$ cat config.mk
export PLATFORM = sky130hd
export DESIGN_NAME = bpv_alarm_mon
export DESIGN_NICKNAME = d
export VERILOG_FILES = /design/src/rtl/bpv_pkg.sv /design/src/rtl/bpv_line_watch.sv /design/src/rtl/bpv_sticky_flag.sv /design/src/rtl/bpv_host_regs.sv /design/src/rtl/bpv_alarm_mon.sv
export SDC_FILE = /design/constraint.sdc
export NUM_CORES = 1
export LEC_CHECK = 0
export BUFFER_PORTS_ARGS = -buffer_cell sky130_fd_sc_hd__buf_2
export CAP_MARGIN = 20
export CORE_MARGIN = 1
export CORE_UTILIZATION = 52
export DETAILED_ROUTE_END_ITERATION = 6
export GPL_TIMING_DRIVEN = 1
export PLACE_DENSITY = 0.78
export SETUP_SLACK_MARGIN = 0.1
export SLEW_MARGIN = 30
export SYNTH_ARGS = -nofsm -noshare
export SYNTH_HDL_FRONTEND = slang
export SYNTH_SLANG_ARGS = --single-unit
export TNS_END_PERCENT = 1
$ cat constraint.sdc
create_clock -name clk -period 2.3 [get_ports clk]
set_input_delay 0.46 -clock clk [delete_from_list [all_inputs] [get_ports clk]]
set_output_delay 0.46 -clock clk [all_outputs]
set_load 0.005 [all_outputs]
$ cat src/rtl/bpv_pkg.sv
package bpv_pkg;

    localparam int HOST_AW = 16;
    localparam int HOST_DW = 8;

    typedef enum logic [1:0] {
        POL_NONE = 2'd0,
        POL_POS  = 2'd1,
        POL_NEG  = 2'd2
    } pol_e;

    typedef struct packed {
        logic pos;
        logic neg;
    } rail_t;

    typedef struct packed {
        logic               rd;
        logic               wr;
        logic [HOST_AW-1:0] addr;
        logic [HOST_DW-1:0] data;
    } host_req_t;

    function automatic logic is_mark(rail_t r);
        return r.pos ^ r.neg;
    endfunction

    function automatic pol_e pol_of(rail_t r);
        return r.pos ? POL_POS : POL_NEG;
    endfunction

endpackage

$ cat src/rtl/bpv_line_watch.sv
module bpv_line_watch
    import bpv_pkg::*;
(
    input  logic  clk,
    input  logic  rst,
    input  rail_t rail,
    output logic  viol,
    output pol_e  last_pol
);
    pol_e pol_q;
    pol_e pol_d;
    logic mark;
    pol_e cur;

    always_comb begin
        mark  = is_mark(rail);
        cur   = pol_of(rail);
        viol  = mark && (pol_q != POL_NONE) && (pol_q == cur);
        pol_d = mark ? cur : pol_q;
    end

    always_ff @(posedge clk) begin
        if (rst) pol_q <= POL_NONE;
        else     pol_q <= pol_d;
    end

    assign last_pol = pol_q;
endmodule

$ cat src/rtl/bpv_sticky_flag.sv
module bpv_sticky_flag (
    input  logic clk,
    input  logic rst,
    input  logic set_i,
    input  logic clr_i,
    output logic q
);
    logic q_r;

    always_ff @(posedge clk) begin
        if (rst) q_r <= 1'b0;
        else     q_r <= set_i | (q_r & ~clr_i);
    end

    assign q = q_r;
endmodule

$ cat src/rtl/bpv_host_regs.sv
module bpv_host_regs
    import bpv_pkg::*;
#(
    parameter logic [HOST_AW-1:0] GRP_EN_ADDR = 16'h0B01,
    parameter logic [HOST_AW-1:0] STAT_ADDR   = 16'h0B02,
    parameter logic [HOST_AW-1:0] SRC_EN_ADDR = 16'h0B03,
    parameter logic [HOST_AW-1:0] CTRL_ADDR   = 16'h0B04,
    parameter int                 VIOL_BIT    = 3,
    parameter int                 YEL_BIT     = 5,
    parameter int                 GRP_BIT     = 1,
    parameter int                 MODE_BIT    = 0
) (
    input  logic               clk,
    input  logic               rst,
    input  host_req_t          req,
    input  logic               sticky,
    input  logic               remote_alarm,
    output logic [HOST_DW-1:0] rdata,
    output logic               src_en,
    output logic               grp_en,
    output logic               clr,
    output logic               rc_mode
);
    localparam int NREG = 3;

    logic [HOST_DW-1:0] regs_q [NREG];
    logic [HOST_DW-1:0] stat_word;
    logic [HOST_DW-1:0] rdata_q;
    logic [HOST_AW-1:0] reg_addr [NREG];

    assign reg_addr[0] = GRP_EN_ADDR;
    assign reg_addr[1] = SRC_EN_ADDR;
    assign reg_addr[2] = CTRL_ADDR;

    for (genvar g = 0; g < NREG; g++) begin : g_rw
        always_ff @(posedge clk) begin
            if (rst)
                regs_q[g] <= '0;
            else if (req.wr && req.addr == reg_addr[g])
                regs_q[g] <= req.data;
        end
    end

    assign grp_en  = regs_q[0][GRP_BIT];
    assign src_en  = regs_q[1][VIOL_BIT];
    assign rc_mode = regs_q[2][MODE_BIT];

    always_comb begin
        stat_word           = '0;
        stat_word[VIOL_BIT] = sticky;
        stat_word[YEL_BIT]  = remote_alarm;
    end

    always_comb begin
        clr = 1'b0;
        if (req.addr == STAT_ADDR) begin
            if (rc_mode) clr = req.rd;
            else         clr = req.wr && req.data[VIOL_BIT];
        end
    end

    always_ff @(posedge clk) begin
        if (rst) begin
            rdata_q <= '0;
        end else if (req.rd) begin
            if (req.addr == STAT_ADDR)        rdata_q <= stat_word;
            else if (req.addr == reg_addr[0]) rdata_q <= regs_q[0];
            else if (req.addr == reg_addr[1]) rdata_q <= regs_q[1];
            else if (req.addr == reg_addr[2]) rdata_q <= regs_q[2];
            else                              rdata_q <= '0;
        end
    end

    assign rdata = rdata_q;
endmodule

$ cat src/rtl/bpv_alarm_mon.sv
module bpv_alarm_mon
    import bpv_pkg::*;
#(
    parameter logic [HOST_AW-1:0] GRP_EN_ADDR = 16'h0B01,
    parameter logic [HOST_AW-1:0] STAT_ADDR   = 16'h0B02,
    parameter logic [HOST_AW-1:0] SRC_EN_ADDR = 16'h0B03,
    parameter logic [HOST_AW-1:0] CTRL_ADDR   = 16'h0B04
) (
    input  logic               clk,
    input  logic               rst,
    input  logic               line_pos,
    input  logic               line_neg,
    input  logic               remote_alarm,
    input  logic               host_sel,
    input  logic               host_wr,
    input  logic [HOST_AW-1:0] host_addr,
    input  logic [HOST_DW-1:0] host_wdata,
    output logic [HOST_DW-1:0] host_rdata,
    output logic               irq
);
    rail_t     rail;
    host_req_t req;
    pol_e      last_pol;
    logic      viol_evt;
    logic      clr_evt;
    logic      sticky_q;
    logic      src_en;
    logic      grp_en;
    logic      rc_mode;

    assign rail.pos = line_pos;
    assign rail.neg = line_neg;
    assign req.rd   = host_sel & ~host_wr;
    assign req.wr   = host_sel & host_wr;
    assign req.addr = host_addr;
    assign req.data = host_wdata;

    bpv_line_watch u_watch (
        .clk      (clk),
        .rst      (rst),
        .rail     (rail),
        .viol     (viol_evt),
        .last_pol (last_pol)
    );

    bpv_sticky_flag u_flag (
        .clk   (clk),
        .rst   (rst),
        .set_i (viol_evt),
        .clr_i (clr_evt),
        .q     (sticky_q)
    );

    bpv_host_regs #(
        .GRP_EN_ADDR (GRP_EN_ADDR),
        .STAT_ADDR   (STAT_ADDR),
        .SRC_EN_ADDR (SRC_EN_ADDR),
        .CTRL_ADDR   (CTRL_ADDR)
    ) u_regs (
        .clk          (clk),
        .rst          (rst),
        .req          (req),
        .sticky       (sticky_q),
        .remote_alarm (remote_alarm),
        .rdata        (host_rdata),
        .src_en       (src_en),
        .grp_en       (grp_en),
        .clr          (clr_evt),
        .rc_mode      (rc_mode)
    );

    assign irq = sticky_q & src_en & grp_en;
endmodule

==> results of run 1 <==
## registers in the layout, indices dropped and copies added (netlist names)
name              count
u_regs.regs_q        24
u_regs.rdata          8
u_watch.last_pol      2
u_flag.q              1
## logic make-up after synthesis
kind of cell,after synthesis,share of synthesized area
DFF,35,0.556
and+or+nand+nor,78,0.277
AOI/OAI and AO/OA,25,0.0991
buffers and inverters,8,0.0259
muxes,7,0.0414
## metal layers
metal,vias up,GRT usage,wire length (um)
met1,585,0.281,1510
met3,6,0.0830,170
met4,0,0.0782,47
met2,45,0.346,1530
met5,-,0,0
li1,639,-,-
## power groups by stage
stage / combinational [mW] / sequential (mW) / clock [mW]
2_1_floorplan: 0.0693 / 0.715 / 0
3_3_place_gp: 0.110 / 0.719 / 0
3_5_place_dp: 0.115 / 0.720 / 0
4_1_cts: 0.115 / 0.705 / 0.319
5_1_grt: 0.128 / 0.708 / 0.349
6_report: 0.115 / 0.705 / 0.310
## cell type report
cell class              instances  area (sq um)
flip-flops and latches         35           941
clock buffers                   7          45.0
multi-input cells             110           707
clock inverters                 1          5.00
repair buffers                 43           225
well taps                      44          55.1
inverters                       3          11.3
fillers                       263          1090
## cell usage in the layout, fill, tap and decap left out, drive strengths merged
| cell type | Yosys | layout |
|---|---|---|
| mux2i | 7 | 7 |
| nand3 | 3 | 3 |
| nand4b | 1 | 1 |
| clkbuf | 1 | 7 |
| a21oi | 6 | 6 |
| a31oi | 1 | 1 |
| dfxtp | 11 | 11 |
| buf | 4 | 43 |
| nand4 | 2 | 2 |
| nor3 | 1 | 1 |
| and3 | 2 | 2 |
| o31ai | 2 | 2 |
| nor2 | 32 | 32 |
| a22o | 6 | 6 |
| a32o | 2 | 2 |
| o21ai | 7 | 7 |
| nor3b | 1 | 1 |
| clkinv | 0 | 1 |
| edfxtp | 24 | 24 |
| and4 | 1 | 1 |
| a31o | 1 | 1 |
| nor4 | 2 | 2 |
| inv | 3 | 3 |
| nor2b | 5 | 5 |
| nand2b | 15 | 15 |
| and4bb | 1 | 1 |
| nor4b | 2 | 2 |
| nand2 | 10 | 10 |
## path summary, 6_finish.rpt
| kind | from | end |
|---|---|---|
| max | host_addr[13] | u_regs.regs_q[1][2] |
| max reg2reg | u_regs.regs_q[1][3] | u_regs.rdata[3] |
| min | line_neg | u_watch.last_pol[1] |
| min reg2reg | u_regs.rdata[5] | u_regs.rdata[5] |
## worst max-delay path, stage by stage
cell and delay (ns):
buf_2 0.10, nor4_1 0.33, and4_1 0.46, nand4_4 0.13, nand2b_1 0.30
## metrics by stage
stage                     setup WS (ns)  std cells
after global routing              0.366        243
after detailed placement          0.151        235
final                             0.511        243
after floorplan                   0.468        153
after global placement            0.211        235
after CTS                         0.512        243
==> metrics, run 1 <==
clock power share 0.274; hpwl dp 2610 um; Setup violations, final 0; status completed; f_max 559 MHz; Core Area 3080 sq um; Pwr Total 1.13 mW; most frequent cell after synthesis nor2_1; Max-slew headroom 0.581; power per cell area 568 nW/um^2; sw frac 0.236; fin crit period 1.79 ns; vias in the first global route 1216; setup tns final 0 ns; Net Sw Power 267 uW; Worst EP arrival 1.79 ns; CTS Sinks 35; clock-pin slew on the worst setup and hold paths 0.10 ns; Ports 40; # nets final 229; hold_buf cts 0; Final period util 0.778; Seq pwr share 0.624; via/cell ratio 5.25; Critical Path RT 2.30 ns; ys async rst share 0; critical path class in -> reg; RSZ-0062 raised after global routing false; Buffers on Ports 39; Layout area overhead 17.6%; Finished Core Util 0.646; CTS HTree Levels 2; antenna fix cells 0; final wirelength 3260 um; worst r2r path cells 4; Clock Latency Late Sink 0.33 ns; share of cells above drive strength 1 0.286; register area share after synthesis 0.556; Peak VDD IR 0.000353 V; Initial Utilization 0.550; Post-DP Area 1940 sq um; Synth top area share 0.426; Warnings, synthesis 0; total track usage 0.221; Gate Count Post-Synth 153; pin count of the biggest net entering global routing 17; slew at the pin closest to its max-slew limit 0.628 ns; fin. max-slew vios 0; main area contributors after synthesis edfxtp_1 43%, dfxtp_1 13%, nor2_1 7.1%, nand2b_1 5.5%, mux2i_1 4.1%; Hold Worst Slack 0.393 ns; Synth Net Count 184; Lkg Pwr 0.805 nW; # resized after CTS 0; initial drt markers 39; Comb power frac 0.101; global-route wire length before repair 5440 um; Design Area, Final 1990 sq um; CP max FO 8; postcts setup bufs 0; Worst Hold Depth 3; Internal 863 uW; Setup crit end kind register; EDFF count, synth 24; min-delay worst type in -> reg; Routed Antenna Nets 0; post-synthesis cell type count 32; CTS root buf clkbuf_4; RePlAce Congestion 0.784; cts bufs inserted 5; Avg Inst Size Synth 11.1 sq um; Max Clock Skew 0.00345 ns; Die Y 59.0 um; crit path launch type input pin; FP Rows 20; predominant post-synthesis flop cell edfxtp_1; Clock Path Buffers 2; chip width 59.0 um; via count 1275; drt pass-1 iters 4; grt ovf 0; final hold violations 0; cell area after synthesis 1690 sq um; CTS tree built; # DRC 0; Yosys reg bits 35; initial antenna violation count 0; leading area contributor after synthesis edfxtp_1; setup slack, reg-to-reg 1.23 ns; die area 3490 sq um; Commonest cells post-synth 32 x nor2_1, 24 x edfxtp_1, 15 x nand2b_1; Routed WL per cell 13.4 um; number of max-cap violations 0
No activity file was read; power rests on OpenSTA's default activity.
==> inputs of run 2 (changes only) <==
--- a/config.mk
+++ b/config.mk
@@ -5,10 +5,11 @@
 export SDC_FILE = /design/constraint.sdc
 export NUM_CORES = 1
 export LEC_CHECK = 0
+export ABC_AREA = 1
 export BUFFER_PORTS_ARGS = -buffer_cell sky130_fd_sc_hd__buf_2
 export CAP_MARGIN = 20
 export CORE_MARGIN = 1
-export CORE_UTILIZATION = 52
+export CORE_UTILIZATION = 53
 export DETAILED_ROUTE_END_ITERATION = 6
 export GPL_TIMING_DRIVEN = 1
 export PLACE_DENSITY = 0.78
==> constraint.sdc (replaced) <==
create_clock -name clk -period 1.9 [get_ports clk]
set_input_delay 0.38 -clock clk [delete_from_list [all_inputs] [get_ports clk]]
set_output_delay 0.38 -clock clk [all_outputs]
set_load 0.005 [all_outputs]
==> metrics, run 2 <==
status completed; mux share of post-synthesis cell area 0; global-route wire length before repair 5930 um; Post-DP Area 2090 sq um; critical path class reg -> out; fill cell total of the finished layout 287; Hold Startpoint line_neg; # DRC 0; Synth Net Count 242; Critical Path RT 1.52 ns; fin. max-slew vios 0; Layout area overhead 19.3%; Post-Route M1 WL 1660 um; Setup crit end kind output port; register area share after synthesis 0.518; Max Clock Skew 0.0121 ns; CTS Sinks 35; max reg flops 24; # resized after CTS 0; Routed Antenna Nets 0; Buffers on Ports 39; XOR/XNOR Fraction of Synth Area 0; chip width 60.5 um; CTS tree built; via/cell ratio 4.96; grt ovf 0; EDFF count, synth 24; number of max-cap violations 0; Reg with most FFs u_regs.regs_q; total track usage 0.230; post-synthesis cell type count 25; drt pass-1 iters 4; Routed WL per cell 12.0 um; commonest cells after routing, fill and taps aside 39 x nor2_1, 39 x buf_2, 38 x nand2_1; # nets final 291; postcts setup bufs 0; main area contributors after synthesis edfxtp_1 40%, dfxtp_1 12%, nor2_1 8.1%, nand2_1 7.9%, nand3_1 7.2%; power per cell area 690 nW/um^2; Gate Count Post-Synth 211; RSZ-0062 raised after global routing false; setup slack, reg-to-reg 0.82 ns; RePlAce Congestion 0.910; simple-gate share of the synthesized area 0.346; Synth top area share 0.397; f_max 700 MHz; multi-input logic area 749 sq um; Yosys reg bits 35; min-delay worst type in -> reg; Clock Latency Late Sink 0.35 ns; clock-pin slew on the worst setup and hold paths 0.11 ns; hpwl dp 2780 um; DR top layer met4; crit path launch type register; antenna fix cells 0; Avg Inst Size Synth 8.61 sq um; ys async rst share 0; Lkg Pwr 1.00 nW; die area 3670 sq um; slew at the pin closest to its max-slew limit 0.284 ns; Peak VDD IR 0.000473 V; cts bufs inserted 5; Commonest cells post-synth 39 x nor2_1, 38 x nand2_1, 26 x inv_1, 26 x nand3_1, 24 x edfxtp_1; pin count of the biggest net entering global routing 19; Warnings, synthesis 0; worst reg2reg path startpoint u_regs.regs_q[2][0]; Final period util 0.752; largest family of logic cells by synthesized area simple AND/OR/NAND/NOR gates; cell area after synthesis 1820 sq um; share of cells above drive strength 1 0.312; initial drt markers 74; initial antenna violation count 0; predominant post-synthesis flop cell edfxtp_1; met3 wire length 136 um; FP Rows 20; Worst EP arrival 1.05 ns; CTS root buf clkbuf_4; Clock Path Buffers 2; Design Area, Final 2170 sq um; Core Area 3150 sq um; CTS HTree Levels 2; Initial Utilization 0.576; via count 1507; hold_buf cts 0; adder-cell share of the synthesized area 0; leading area contributor after synthesis edfxtp_1; Die Y 60.5 um; setup tns final 0 ns; final hold violations 0; fin crit period 1.43 ns; Critical path origin u_regs.regs_q[0][1]; most frequent cell after synthesis nor2_1; Max-slew headroom 0.810; Ports 40; CP max FO 2; Setup violations, final 0; met2 wire length 1760 um; final wirelength 3640 um; Register Area 941 sq um; vias in the first global route 1374; post-synthesis compound-gate area fraction 0.0661
==> run 2: changes by cell type after synthesis, moves of 3 or more <==
cell	delta
nand2_2	+6
nor2_1	+7
nand3_1	+24
nor2_4	+3
inv_1	+23
nand2_1	+28
mux2i_1	-7
nor2_2	+5
a21oi_2	+7
a22o_1	-6
nand2b_1	-15
nor2b_1	-5
==> run 2: cells by family (layout without fill, tap and decap cells) <==
family | count (synthesis) | in the layout
flops | 35 | 35
buf+inv | 31 | 80
simple gates | 127 | 127
compound gates | 18 | 18
==> run 2: final timing paths <==
path	end	depth (start not counted)
min	u_watch.last_pol[1]	3
max reg2reg	u_flag.q	4
max	irq	2
min reg2reg	u_regs.rdata[6]	2
==> run 2: final cells by class <==
cell class                 count  area share
tap                           44      0.0254
multi-input combinational    145       0.346
inverter                      28      0.0491
clock buffer                   5      0.0173
timing repair buffer          45       0.111
clock inverter                 2      0.0173
sequential                    35       0.434
==> run 2: per-layer routing <==
layer  vias to the layer above  track usage
met3                        11       0.0533
met4                         0        0.107
met5                         -            0
met2                        38        0.391
met1                       673        0.279
li1                        785            -
==> run 2: report_power, final <==
group | total, mW | internal, mW | switching, mW
Sequential | 0.854 | 0.841 | 0.0128
Combinational | 0.120 | 0.0456 | 0.0746
Clock | 0.521 | 0.270 | 0.251
==> run 2: metrics by stage <==
stage / std cells / power (mW) / utilization / setup WS [ns] / hold slack, ns
after floorplan: 211 / 0.932 / - / -0.0300 / 0.456
after global placement: 297 / 0.988 / 0.663 / 0.167 / 0.449
after detailed placement: 297 / 0.992 / 0.663 / 0.158 / 0.453
after CTS: 304 / 1.50 / 0.687 / 0.457 / 0.342
after global routing: 304 / 1.54 / 0.687 / 0.367 / 0.357
final: 304 / 1.49 / 0.687 / 0.472 / 0.353
==> run 2: critical path: stages (launching register included) <==
cell and delay [ns]:
edfxtp_1 0.40, and3_1 0.19, buf_2 0.12
==> inputs of run 3 (changes only) <==
==> constraint.sdc (replaced) <==
create_clock -name clk -period 1.5 [get_ports clk]
set_input_delay 0.3 -clock clk [delete_from_list [all_inputs] [get_ports clk]]
set_output_delay 0.3 -clock clk [all_outputs]
set_load 0.005 [all_outputs]
==> metrics, run 3 (synthesized netlist as in run 2, its figures left out) <==
worst reg2reg path startpoint u_regs.regs_q[2][0]; # DRC 0; total track usage 0.235; status completed; vias in the first global route 1394; Final period util 0.903; final wirelength 3760 um; Cells after DPL 307; Register Area 941 sq um; hpwl dp 2890 um; die area 3670 sq um; grt ovf 0; CTS root buf clkbuf_4; critical path class reg -> out; CTS Sinks 35; Worst Hold Depth 3; Hold Worst Slack 0.275 ns; RSZ-0062 raised after global routing false; Clock Latency Late Sink 0.34 ns; slew at the pin closest to its max-slew limit 0.426 ns; multi-input logic area 783 sq um; Setup crit end kind output port; hold_buf cts 0; Design Area, Final 2290 sq um; RePlAce Congestion 0.909; postcts setup bufs 0; fin. max-slew vios 0; CP cell instances and3_1 > buf_2; Initial Utilization 0.576; # resized after CTS 0; number of max-cap violations 0; Buffers on Ports 39; fill cell total of the finished layout 280; f_max 738 MHz; hold endpoint u_watch.last_pol[1]; Critical path origin u_regs.regs_q[0][1]; # nets final 302; setup slack, reg-to-reg 0.45 ns; FP Rows 20; largest stage delay on the critical path 0.41 ns; clock-pin slew on the worst setup and hold paths 0.11 ns; power per cell area 769 nW/um^2; CTS tree built; fin crit period 1.35 ns; Post-DP Area 2230 sq um; Die Y 60.5 um; Worst EP arrival 1.05 ns; CTS HTree Levels 2; Max-slew headroom 0.715; cts bufs inserted 5; FF-to-FF End u_flag.q; Lkg Pwr 1.06 nW; Ports 40; min-delay worst type in -> reg; Reg with most FFs u_regs.regs_q; Hold Startpoint line_neg; CP max FO 2; final hold violations 0; global-route wire length before repair 6060 um; max reg flops 24; Setup violations, final 0; non-filler cells in the finished layout 316; via/cell ratio 4.78; commonest cells after routing, fill and taps aside 39 x nor2_1, 39 x buf_2, 38 x nand2_1; Critical Path RT 1.20 ns; Clock Path Buffers 2; crit path launch type register; antenna fix cells 0; Max Clock Skew 0.0106 ns; chip width 60.5 um; Layout area overhead 25.9%; Routed WL per cell 11.9 um; share of cells above drive strength 1 0.349; via count 1510; drt pass-1 iters 4; Core Area 3150 sq um; initial drt markers 85; worst r2r path cells 4; pin count of the biggest net entering global routing 19; Critical-path top delay cell edfxtp_1; initial antenna violation count 0; Routed Antenna Nets 0; Peak VDD IR 0.000514 V
run 3: cell types whose count changed in the layout (fill, tap and decap cells not counted), sizes merged:
cell,previous run,this run
buf,45,56
clkbuf,5,6
clkinv,1,2
bufinv,1,0
run 3: cell type report:
cell class / instances / area share
Clock inverter: 2 / 0.00547
Sequential cell: 35 / 0.411
Timing Repair Buffer: 56 / 0.152
Multi-Input combinational cell: 145 / 0.342
Inverter: 28 / 0.0465
Clock buffer: 6 / 0.0181
Tap cell: 44 / 0.0241
run 3: worst max path at each step:
stage | to | slack, ns | cells after the start
finish | irq | 0.15 | 2
global route | irq | 0.10 | 2
detailed placement | u_regs.regs_q[0][0] | -0.07 | 6
floorplan | u_regs.regs_q[0][0] | 0.04 | 5
global placement | u_regs.regs_q[1][1] | -0.06 | 6
CTS | irq | 0.11 | 2
run 3: report_power, final:
group          internal [mW]  switching (mW)
Combinational         0.0717           0.103
Clock                  0.181           0.324
Sequential              1.07          0.0143
run 3: layer usage:
layer  track usage  part of all wire  vias to the layer above
li1              -                 -                      804
met1         0.288              0.46                      658
met2         0.392              0.47                       37
met3        0.0704             0.047                       11
met4        0.0909             0.019                        0
met5             0                 0                        -
run 3: worst max-delay path: cells and delay by family (launching register included):
family / cells / cell delay (ns)
DFF: 1 / 0.41
and+or+nand+nor: 1 / 0.19
buffers and inverters: 1 / 0.12
run 3: metrics by stage:
| stage | setup TNS, ns | total power [mW] | utilization | worst slack [ns] |
|---|---|---|---|---|
| 5_1_grt | 0 | 1.83 | 0.725 | 0.104 |
| 2_1_floorplan | 0 | 1.19 | - | 0.0440 |
| 6_report | 0 | 1.76 | 0.725 | 0.145 |
| 3_3_place_gp | -0.855 | 1.27 | 0.706 | -0.0559 |
| 4_1_cts | 0 | 1.76 | 0.723 | 0.113 |
| 3_5_place_dp | -1.50 | 1.28 | 0.706 | -0.0675 |
